File: src/rtl/sfifo_pkg.sv
package sfifo_pkg;
  // one-cycle error events raised by the pointer controller
  typedef struct packed {
    logic ovf;
    logic unf;
  } sfifo_evt_t;
endpackage

File: src/rtl/sfifo_ctrl.sv
module sfifo_ctrl
  import sfifo_pkg::*;
#(
  parameter int DEPTH     = 128,
  parameter int SHORT_OFS = 16,
  parameter int LONG_OFS  = 64,
  localparam int AW = $clog2(DEPTH),
  localparam int CW = AW + 1
) (
  input  logic          clk,
  input  logic          rst_n,
  input  logic          in_valid,
  input  logic          out_req,
  input  logic          long_delay,
  input  logic          bypass,
  output logic [AW-1:0] wr_addr,
  output logic [AW-1:0] rd_addr,
  output logic          wr_en,
  output logic          rd_en,
  output logic          reinit,
  output sfifo_evt_t    evt
);
  localparam logic [CW-1:0] FULL_CNT  = CW'(DEPTH);
  localparam logic [CW-1:0] SHORT_CNT = CW'(SHORT_OFS);
  localparam logic [CW-1:0] LONG_CNT  = CW'(LONG_OFS);

  logic [AW-1:0] wr_q, wr_n, rd_q, rd_n;
  logic [CW-1:0] cnt_q, cnt_n, ofs;
  logic          sel_q;
  logic          sel_chg;

  always_comb begin
    ofs     = long_delay ? LONG_CNT : SHORT_CNT;
    sel_chg = long_delay ^ sel_q;
    evt.unf = !bypass && out_req  && (cnt_q == '0);
    evt.ovf = !bypass && in_valid && (cnt_q == FULL_CNT);
    reinit  = bypass || sel_chg || evt.unf || evt.ovf;
    wr_en   = in_valid && !reinit;
    rd_en   = out_req  && !reinit;
    wr_n    = wr_q;
    rd_n    = rd_q;
    cnt_n   = cnt_q;
    if (reinit) begin
      wr_n  = ofs[AW-1:0];
      rd_n  = '0;
      cnt_n = ofs;
    end else begin
      if (wr_en) wr_n = wr_q + 1'b1;
      if (rd_en) rd_n = rd_q + 1'b1;
      case ({wr_en, rd_en})
        2'b10:   cnt_n = cnt_q + 1'b1;
        2'b01:   cnt_n = cnt_q - 1'b1;
        default: cnt_n = cnt_q;
      endcase
    end
  end

  always_ff @(posedge clk or negedge rst_n) begin
    if (!rst_n) begin
      wr_q  <= SHORT_CNT[AW-1:0];
      rd_q  <= '0;
      cnt_q <= SHORT_CNT;
      sel_q <= 1'b0;
    end else begin
      wr_q  <= wr_n;
      rd_q  <= rd_n;
      cnt_q <= cnt_n;
      sel_q <= long_delay;
    end
  end

  assign wr_addr = wr_q;
  assign rd_addr = rd_q;
endmodule

File: src/rtl/sfifo_store.sv
module sfifo_store #(
  parameter int DATA_W = 24,
  parameter int DEPTH  = 128,
  localparam int AW = $clog2(DEPTH)
) (
  input  logic              clk,
  input  logic              rst_n,
  input  logic              clr,
  input  logic              wr_en,
  input  logic [AW-1:0]     wr_addr,
  input  logic [DATA_W-1:0] wr_data,
  input  logic              rd_en,
  input  logic [AW-1:0]     rd_addr,
  output logic [DATA_W-1:0] rd_data
);
  logic [DATA_W-1:0] mem [DEPTH];
  logic [DEPTH-1:0]  vld_q, vld_n;

  // data array: no reset, entries are qualified by vld_q
  always_ff @(posedge clk) begin
    if (wr_en) mem[wr_addr] <= wr_data;
  end

  always_comb begin
    vld_n = vld_q;
    if (clr) begin
      vld_n = '0;
    end else begin
      if (wr_en) vld_n[wr_addr] = 1'b1;
      if (rd_en) vld_n[rd_addr] = 1'b0;
    end
  end

  always_ff @(posedge clk or negedge rst_n) begin
    if (!rst_n) vld_q <= '0;
    else        vld_q <= vld_n;
  end

  // unwritten slots read as silence
  assign rd_data = vld_q[rd_addr] ? mem[rd_addr] : '0;
endmodule

File: src/rtl/sr_sample_fifo.sv
module sr_sample_fifo
  import sfifo_pkg::*;
#(
  parameter int DATA_W    = 24,
  parameter int DEPTH     = 128,
  parameter int SHORT_OFS = 16,
  parameter int LONG_OFS  = 64
) (
  input  logic              clk,
  input  logic              rst_n,
  input  logic              in_valid,
  input  logic [DATA_W-1:0] in_data,
  input  logic              out_req,
  output logic [DATA_W-1:0] out_data,
  output logic              out_valid,
  input  logic              long_delay,
  input  logic              bypass,
  output logic              ovf_flag,
  output logic              unf_flag
);
  localparam int AW = $clog2(DEPTH);

  logic [AW-1:0]     wr_addr, rd_addr;
  logic              wr_en, rd_en, reinit;
  sfifo_evt_t        evt;
  logic [DATA_W-1:0] rd_data;

  logic [DATA_W-1:0] dat_q, dat_n;
  logic              vld_q, vld_n, ovf_q, unf_q;

  sfifo_ctrl #(
    .DEPTH(DEPTH), .SHORT_OFS(SHORT_OFS), .LONG_OFS(LONG_OFS)
  ) u_ctrl (
    .clk(clk), .rst_n(rst_n), .in_valid(in_valid), .out_req(out_req),
    .long_delay(long_delay), .bypass(bypass),
    .wr_addr(wr_addr), .rd_addr(rd_addr), .wr_en(wr_en), .rd_en(rd_en),
    .reinit(reinit), .evt(evt)
  );

  sfifo_store #(.DATA_W(DATA_W), .DEPTH(DEPTH)) u_store (
    .clk(clk), .rst_n(rst_n), .clr(reinit),
    .wr_en(wr_en), .wr_addr(wr_addr), .wr_data(in_data),
    .rd_en(rd_en), .rd_addr(rd_addr), .rd_data(rd_data)
  );

  always_comb begin
    vld_n = bypass ? in_valid : out_req;
    dat_n = dat_q;
    if (bypass) begin
      if (in_valid) dat_n = in_data;
    end else if (out_req) begin
      dat_n = rd_en ? rd_data : '0;
    end
  end

  always_ff @(posedge clk or negedge rst_n) begin
    if (!rst_n) begin
      dat_q <= '0;
      vld_q <= 1'b0;
      ovf_q <= 1'b0;
      unf_q <= 1'b0;
    end else begin
      dat_q <= dat_n;
      vld_q <= vld_n;
      ovf_q <= evt.ovf;
      unf_q <= evt.unf;
    end
  end

  assign out_data  = dat_q;
  assign out_valid = vld_q;
  assign ovf_flag  = ovf_q;
  assign unf_flag  = unf_q;
endmodule

File: config.mk
export PLATFORM = sky130hd
export DESIGN_NAME = sr_sample_fifo
export DESIGN_NICKNAME = d
export VERILOG_FILES = /design/src/rtl/sfifo_pkg.sv /design/src/rtl/sfifo_ctrl.sv /design/src/rtl/sfifo_store.sv /design/src/rtl/sr_sample_fifo.sv
export SDC_FILE = /design/constraint.sdc
export NUM_CORES = 2
export LEC_CHECK = 0
export BUFFER_PORTS_ARGS = -buffer_cell sky130_fd_sc_hd__clkbuf_2
export CORE_ASPECT_RATIO = 1.1
export CORE_MARGIN = 2
export CORE_UTILIZATION = 57
export DETAILED_ROUTE_END_ITERATION = 10
export PLACE_DENSITY = 0.75
export SETUP_SLACK_MARGIN = 0.02
export SYNTH_ARGS = -nofsm -noshare
export SYNTH_HDL_FRONTEND = slang
export SYNTH_HIERARCHICAL = 1
export SYNTH_SLANG_ARGS = --single-unit
File: constraint.sdc
create_clock -name clk -period 3.6 [get_ports clk]
set_input_delay 0.36 -clock clk [delete_from_list [all_inputs] [get_ports clk]]
set_output_delay 0.36 -clock clk [all_outputs]
set_load 0.03 [all_outputs]
After elaboration in Yosys (flattened, before gate mapping)

Memories as Yosys holds them, arrays and structs flattened.
Index checks and enable logic that the tools add are counted.
W data, S select, Z words.

Register bits after elaboration: 178
Bits in writable memories: 3072
Input port bits: 30
Output and inout bits: 27
Logic and storage cells: 70
Memories kept: 1

Memories:

| memory      | words | bits a word | read ports | clocked after memory_dff | wr ports | RTL line          | text |
|---|---|---|---|---|---|---|---|
| u_store.mem | 128   | 24          | 1          | 0                        | 1        | sfifo_store.sv:16 | `logic [DATA_W-1:0] mem [DEPTH];` |

Add/subtract/negate cells: 4
Order comparisons: 4
Equality and inequality tests: 4
Multiplexer cells: 25
Bitwise gates (word level): 4
Reduce and logical (&&, ||, !) cells: 19

Operator list:

| cell                  | number |
|---|---|
| $mux W128             | 4 |
| $and A128 B128 Y128   | 1 |
| $not A128 Y128        | 1 |
| $or A128 B128 Y128    | 1 |
| $mux W24              | 5 |
| $mux W7               | 5 |
| $lt A7 B8 Y1 const B  | 2 |
| $pmux W8 S2           | 1 |
| $add A7 B1 Y7 const B | 2 |
| $demux W1 S7          | 2 |
| $ge A7 B1 Y1 const B  | 2 |
| $add A8 B1 Y8 const B | 1 |
| $eq A8 B8 Y1 const B  | 1 |
| $logic_and A1 B1 Y1   | 8 |
| $logic_not A8 Y1      | 1 |
| $mux W8               | 1 |
| $sub A8 B1 Y8 const B | 1 |
| $bmux W1 S7           | 1 |
| $mux W1               | 6 |
| $reduce_bool A2 Y1    | 3 |
| $logic_or A1 B1 Y1    | 3 |
| $reduce_bool A3 Y1    | 1 |
| $eq A2 B1 Y1 const B  | 1 |
| $eq A2 B2 Y1 const B  | 1 |
| other kinds (4)       | 5 |

Depth between registers and ports, before layout

Word-level depth: 12
Gate-level depth with buffers: 16
Depth with buffers taken out: 11

By module

The synthesis kept the hierarchy.

By module, submodules not included:

| module         | times used | cells an instance | area an instance (um2) | sequential area each (um2) |
|---|---|---|---|---|
| sfifo_store    | 1          | 7440              | 124572.0               | 95451.5 |
| sfifo_ctrl     | 1          | 167               | 1564.0                 | 578.1 |
| sr_sample_fifo | 1          | 114               | 1171.1                 | 675.6 |

Worst setup path after synthesis

OpenSTA, ideal clock, no wires.

Path type: reg-to-reg
Start: register u_ctrl.cnt_q[4]
End: memory u_store.mem[61][0], enable pin
Setup time: 0.406 ns
Arrival time: 3.319 ns
Data required time: 3.194 ns
Setup slack: -0.125 ns
Stages on the path, launching flop included: 12
Buffers on the path: 4
Path through: dfstp_2 -> buf_2 -> nor4_4 -> nand2_1 -> o211ai_4 -> buf_2 -> nor2_1 -> inv_1 -> or3_1 -> clkbuf_1 -> clkbuf_1 -> nor2_1

Cells in the longest elaborated chain, start to end: 8
Elaborated cells between the ends (all ways): 10
Those cells by class: 1 x eq/ne; 2 x mux; 7 x reduce/logical

Ends and longest elaborated chain:

| item                            | RTL line             | text |
|---|---|---|
| from (decl)                     | sfifo_ctrl.sv:28     | `logic [CW-1:0] cnt_q, cnt_n, ofs;` |
| from (signal assigned)          | sfifo_ctrl.sv:67     | `cnt_q <= cnt_n;` |
| $logic_not A8 Y1                | sfifo_ctrl.sv:35     | `evt.unf = !bypass && out_req && (cnt_q == '0);` |
| $logic_and A1 B1 Y1             | sfifo_ctrl.sv:35     |  |
| $logic_or A1 B1 Y1              | sfifo_ctrl.sv:37     | `reinit = bypass \|\| sel_chg \|\| evt.unf \|\| evt.ovf;` |
| $logic_or A1 B1 Y1 *            | sfifo_ctrl.sv:37     |  |
| via reinit                      | sr_sample_fifo.sv:24 | `logic wr_en, rd_en, reinit;` |
| $logic_not A1 Y1 *              | sfifo_ctrl.sv:38     | `wr_en = in_valid && !reinit;` |
| $logic_and A1 B1 Y1 *           | sfifo_ctrl.sv:38     |  |
| via wr_en                       | sr_sample_fifo.sv:24 |  |
| $mux W1 *                       | sfifo_store.sv:21    | `if (wr_en) mem[wr_addr] <= wr_data;` |
| $mux W1 (implied by the code) * | sfifo_store.sv:21    |  |
| to (decl)                       | sfifo_store.sv:16    |  |

Mark *: on every way through the listed nets, which the timed path passes. The rest lies on a longest branch.

Worst setup path in the final report

Start: register u_ctrl.rd_q[1], in the netlist u_ctrl/rd_addr[1]
End: register dat_q[2], in the netlist out_data[2]

Cells in the longest elaborated chain, start to end: 6
Elaborated cells between the ends (all ways): 7
Those cells by class: 6 x mux; 1 x memory

Ends and longest elaborated chain:

| item                          | RTL line             | text |
|---|---|---|
| from (decl)                   | sfifo_ctrl.sv:27     | `logic [AW-1:0] wr_q, wr_n, rd_q, rd_n;` |
| from (signal assigned)        | sfifo_ctrl.sv:66     | `rd_q <= rd_n;` |
| $bmux W1 S7                   | sfifo_store.sv:40    | `assign rd_data = vld_q[rd_addr] ? mem[rd_addr] : '0;` |
| $mux W1 (implied by the code) | sfifo_store.sv:40    |  |
| $mux W24 *                    | sfifo_store.sv:40    |  |
| via rd_data[2]                | sr_sample_fifo.sv:26 | `logic [DATA_W-1:0] rd_data;` |
| $mux W24 *                    | sr_sample_fifo.sv:52 | `dat_n = rd_en ? rd_data : '0;` |
| $mux W24 *                    | sr_sample_fifo.sv:51 | `end else if (out_req) begin` |
| $mux W24 *                    | sr_sample_fifo.sv:49 | `if (bypass) begin` |
| to (signal assigned)          | sr_sample_fifo.sv:63 | `dat_q <= dat_n;` |
| to (decl)                     | sr_sample_fifo.sv:28 | `logic [DATA_W-1:0] dat_q, dat_n;` |

Mark *: on every way through the listed nets, which the timed path passes. The rest lies on a longest branch. The select of a mux whose other input is x is not followed.
A chain may end at the register's enable or synchronous reset.

==> results.txt <==
----------------------------------------------------
[Outcome]
  Outcome ... finished with violations
  Violations in the final reports ... negative setup slack

[Clock tree]
  Clock slew at reported path FFs ... 70 ps
  Clock root buffer master ... clkbuf_16
  CTS tree ... done
  H-Tree Level Count ... 5
  Number of buffers on the longest clock path ... 4
  Total clock buffers created by CTS ... 330
  Worst-skew pair later-pin latency ... 1000 ps
  Sink Count ... 3250

[Yosys]
  FFs w/ async S/R, synth ... 5.477%
  Flip-flop cell with the highest count after synthesis ... edfxtp_1
  Sequential-to-total area share from yosys stat ... 75.96%
  Number of enable-type register cells in the synthesized netlist ... 3072
  Post-synth top area cell ... edfxtp_1
  FF+latch count, synth ... 3250
  Most used standard cell by instance count after synthesis ... edfxtp_1
  Number of standard cells after synthesis ... 7721
  Share of the synthesized area in the top cell type ... 72.46%
  Nets in the synthesized netlist ... 7756
  Synth warnings ... 6
  Unique cell type count in the Yosys netlist ... 97
  Synthesized area ... 127300 um2
  Largest cells by area after synthesis ... edfxtp_1, mux2i_1, dfrtp_1, mux2_2, a221oi_1
  Leading post-synthesis cells by instance count ... edfxtp_1, nor2_1, a21oi_1, mux2i_1, a221oi_1
  Mean instance size in the synthesized netlist ... 16.49 um2

[Global routing]
  Global router's overall resource usage ... 36.59%
  Initial antenna violation count ... 23
  Largest net degree at the start of global routing ... 151
  Residual overflow from global routing ... 0
  Via count of the first global-routing pass ... 78660
  First-pass GRT wire length ... 585.6 mm

[Final layout]
  Multi-input logic area ... 28130 um2
  Area of all sequential standard cells ... 96720 um2
  Area Overhead vs Synth ... 16.58%
  NumNets Final ... 8335
  Total non-filler cell area in the finished layout ... 148400 um2
  Final cell count without fillers ... 11490
  Layout fillers ... 14180
  Fraction of layout instances using a drive strength above 1 ... 20.79%

[Drt]
  Routed via count divided by cell count ... 7.067
  Total routed wirelength ... 418.3 mm
  Routed vias ... 81220
  Antenna viol nets, final ... 0
  Detailed-routing iteration count for the pre-antenna-repair pass ... 6
  Iteration-0 DRC Markers ... 13630
  Total DRC errors in the routed layout ... 0
  Detailed-route wire length per cell ... 36.39 um

[Hold path]
  Path type of the worst min-delay path ... in2reg
  Worst Hold Launch ... in_data[14]
  Hold EP ... u_store/mem[45][14]
  Worst hold stages ... 1

[Critical path]
  Largest fanout on the critical path ... 60
  CP Class ... reg2reg
  R2r startpoint ... u_ctrl/rd_addr[1]
  Depth of the most critical reg-to-reg path ... 9
  Kind of capture point of the worst setup path ... register
  R2r endpoint ... out_data[2]
  Worst endpoint required time ... 4430 ps
  Worst reg2reg setup slack ... -40 ps
  Data arrival at the endpoint of the critical path ... 4470 ps
  Category of the worst setup path launch point ... register

[Power and ir drop]
  Maximum vdd ir drop ... 0.5220 mV
  Leakage component of the power ... 47.05 nW
  Total power density per cell area ... 528.4 nW/um2
  Total chip power ... 78.42 mW

[Floorplan]
  Die outline height ... 499.7 um
  Number of placement rows ... 181
  Die Footprint ... 227100 um2
  X dimension of the die ... 454.6 um
  Number of placed I/O pins ... 57
  Core area ... 221500 um2
  Starting utilization of the core area ... 57.48%

[Placed design]
  Count of placed standard cells including taps ... 10870
  Count of input and output buffers ... 56
  Detail Placement HPWL ... 255.8 mm
  RePlAce Congestion ... 1.021
  Dpl ws ... -61.36 ps
  Post-Place Cell Area ... 137600 um2

[Timing]
  Final-report hold violation count ... 0
  Count of pins over their slew limit ... 0
  Worst Max-Slew Pin Slew ... 1209 ps
  Final Worst Setup Slack ... -39.61 ps
  Total negative slack ... -60.96 ps
  Period minus WS final ... 3640 ps
  Maximum frequency from static timing analysis ... 0.2748 GHz
  Number of setup violations in the final report ... 2
  Max_slew headroom ... 19.38%
  Skew final ... 100.7 ps
  Tcrit/Tclk final ... 101.1%
  RSZ-0062 raised after global routing ... true

[Run]
  # Max-Cap Violations ... 0

----------------------------------------------------
power breakdown:
| part | leakage (nW) | total [mW] | switching, mW | internal (mW) |
|---|---|---|---|---|
| clock | 5.17 | 33.9 | 14.2 | 19.7 |
| sequential | 30.0 | 41.5 | 0.136 | 41.4 |
| combinational | 11.8 | 3.02 | 2.26 | 0.760 |
| total | 47.0 | 78.4 | 16.6 | 61.9 |
cells in the final DEF, fill, tap and decap left out, drive strengths merged, types with 29 or more instances in the layout:
cell type / instances
dfrtp: 176
clkbuf: 437
mux2: 288
bufinv: 35
nand2: 235
nand3: 50
clkinv: 121
mux2i: 449
a221oi: 331
a21oi: 449
a31oi: 52
a211oi: 161
a22o: 76
nor2: 575
buf: 764
o22ai: 29
a221o: 85
o2bb2ai: 39
o221ai: 85
edfxtp: 3072
a22oi: 270
o211ai: 60
o21ai: 321
cell families (layout without fill, tap and decap cells):
family          Yosys count  after routing  synth area share, %
flops                  3250           3250                75.96
compound gates         2089           2089                11.61
simple gates           1024           1024                3.502
mux                     757            757                6.435
buf+inv                 577           1404                2.311
xor+xnor                 19             19               0.1366
fa+ha+maj                 5              5              0.04914
other cells               0             17                    0
per-stage QoR:
stage,util [%],hold slack (ps)
6_report,67.01,6.973
5_1_grt,66.99,10.04
4_1_cts,66.93,6.207
3_5_place_dp,62.11,383.9
3_3_place_gp,62.11,383.8
2_1_floorplan,-,64.41
worst max-delay path, cell delays in order (launching register included):
cell,delay (ps)
dfrtp_4,580
buf_12,280
buf_12,380
mux2_2,390
a221oi_1,280
a21oi_1,100
o211ai_1,940
a41oi_1,220
a22oi_1,220
o21ai_1,90
timing repair:
| action | CTS | global route |
|---|---|---|
| resized for setup | 3 | 17 |
| setup endpoints to repair | 4 | 24 |
| endpoints found under the hold margin | 301 | 0 |
| pin swaps | 2 | 4 |
| hold buffers | 13 | 0 |
| buffers inserted | 0 | 11 |
flip-flops by register name, summed over array words and instances (netlist names):
name	flops
out_data	24
out_valid	1
ovf_flag	1
u_ctrl/cnt_q	8
u_ctrl/rd_addr	7
u_ctrl/sel_q	1
u_ctrl/wr_addr	7
u_store/mem	3072
u_store/vld_q	128
unf_flag	1
how the worst max path moves through the flow:
stage                           start                 end  slack, ps  cells past startpoint
floorplan             u_ctrl/cnt_q[4]  u_store/mem[61][0]       -130                     11
global placement    u_ctrl/rd_addr[1]         out_data[8]         -8                     11
detailed placement  u_ctrl/rd_addr[0]         out_data[1]        -60                     12
CTS                 u_ctrl/rd_addr[2]        out_data[22]         20                     13
global route        u_ctrl/rd_addr[1]         out_data[8]       -0.3                     13
finish              u_ctrl/rd_addr[1]         out_data[2]        -40                      9
per-layer routing:
layer	global-route usage [%]	up-vias	wire length [um]
met1	47.93	40810	141800
met4	22.91	12	31450
li1	-	32370	-
met3	10.38	1240	58720
met2	54.25	6789	186200
met5	0	-	79
final cells by class:
type	instances	area share (%)
inverter	15	0.04805
tap	2928	2.468
clock buffer	405	5.872
sequential	3250	65.17
antenna	17	0.02866
timing repair buffer	809	6.232
multi-input combinational	3894	18.95
clock inverter	175	1.228
Note: power is estimated with default switching activity, not from simulation.
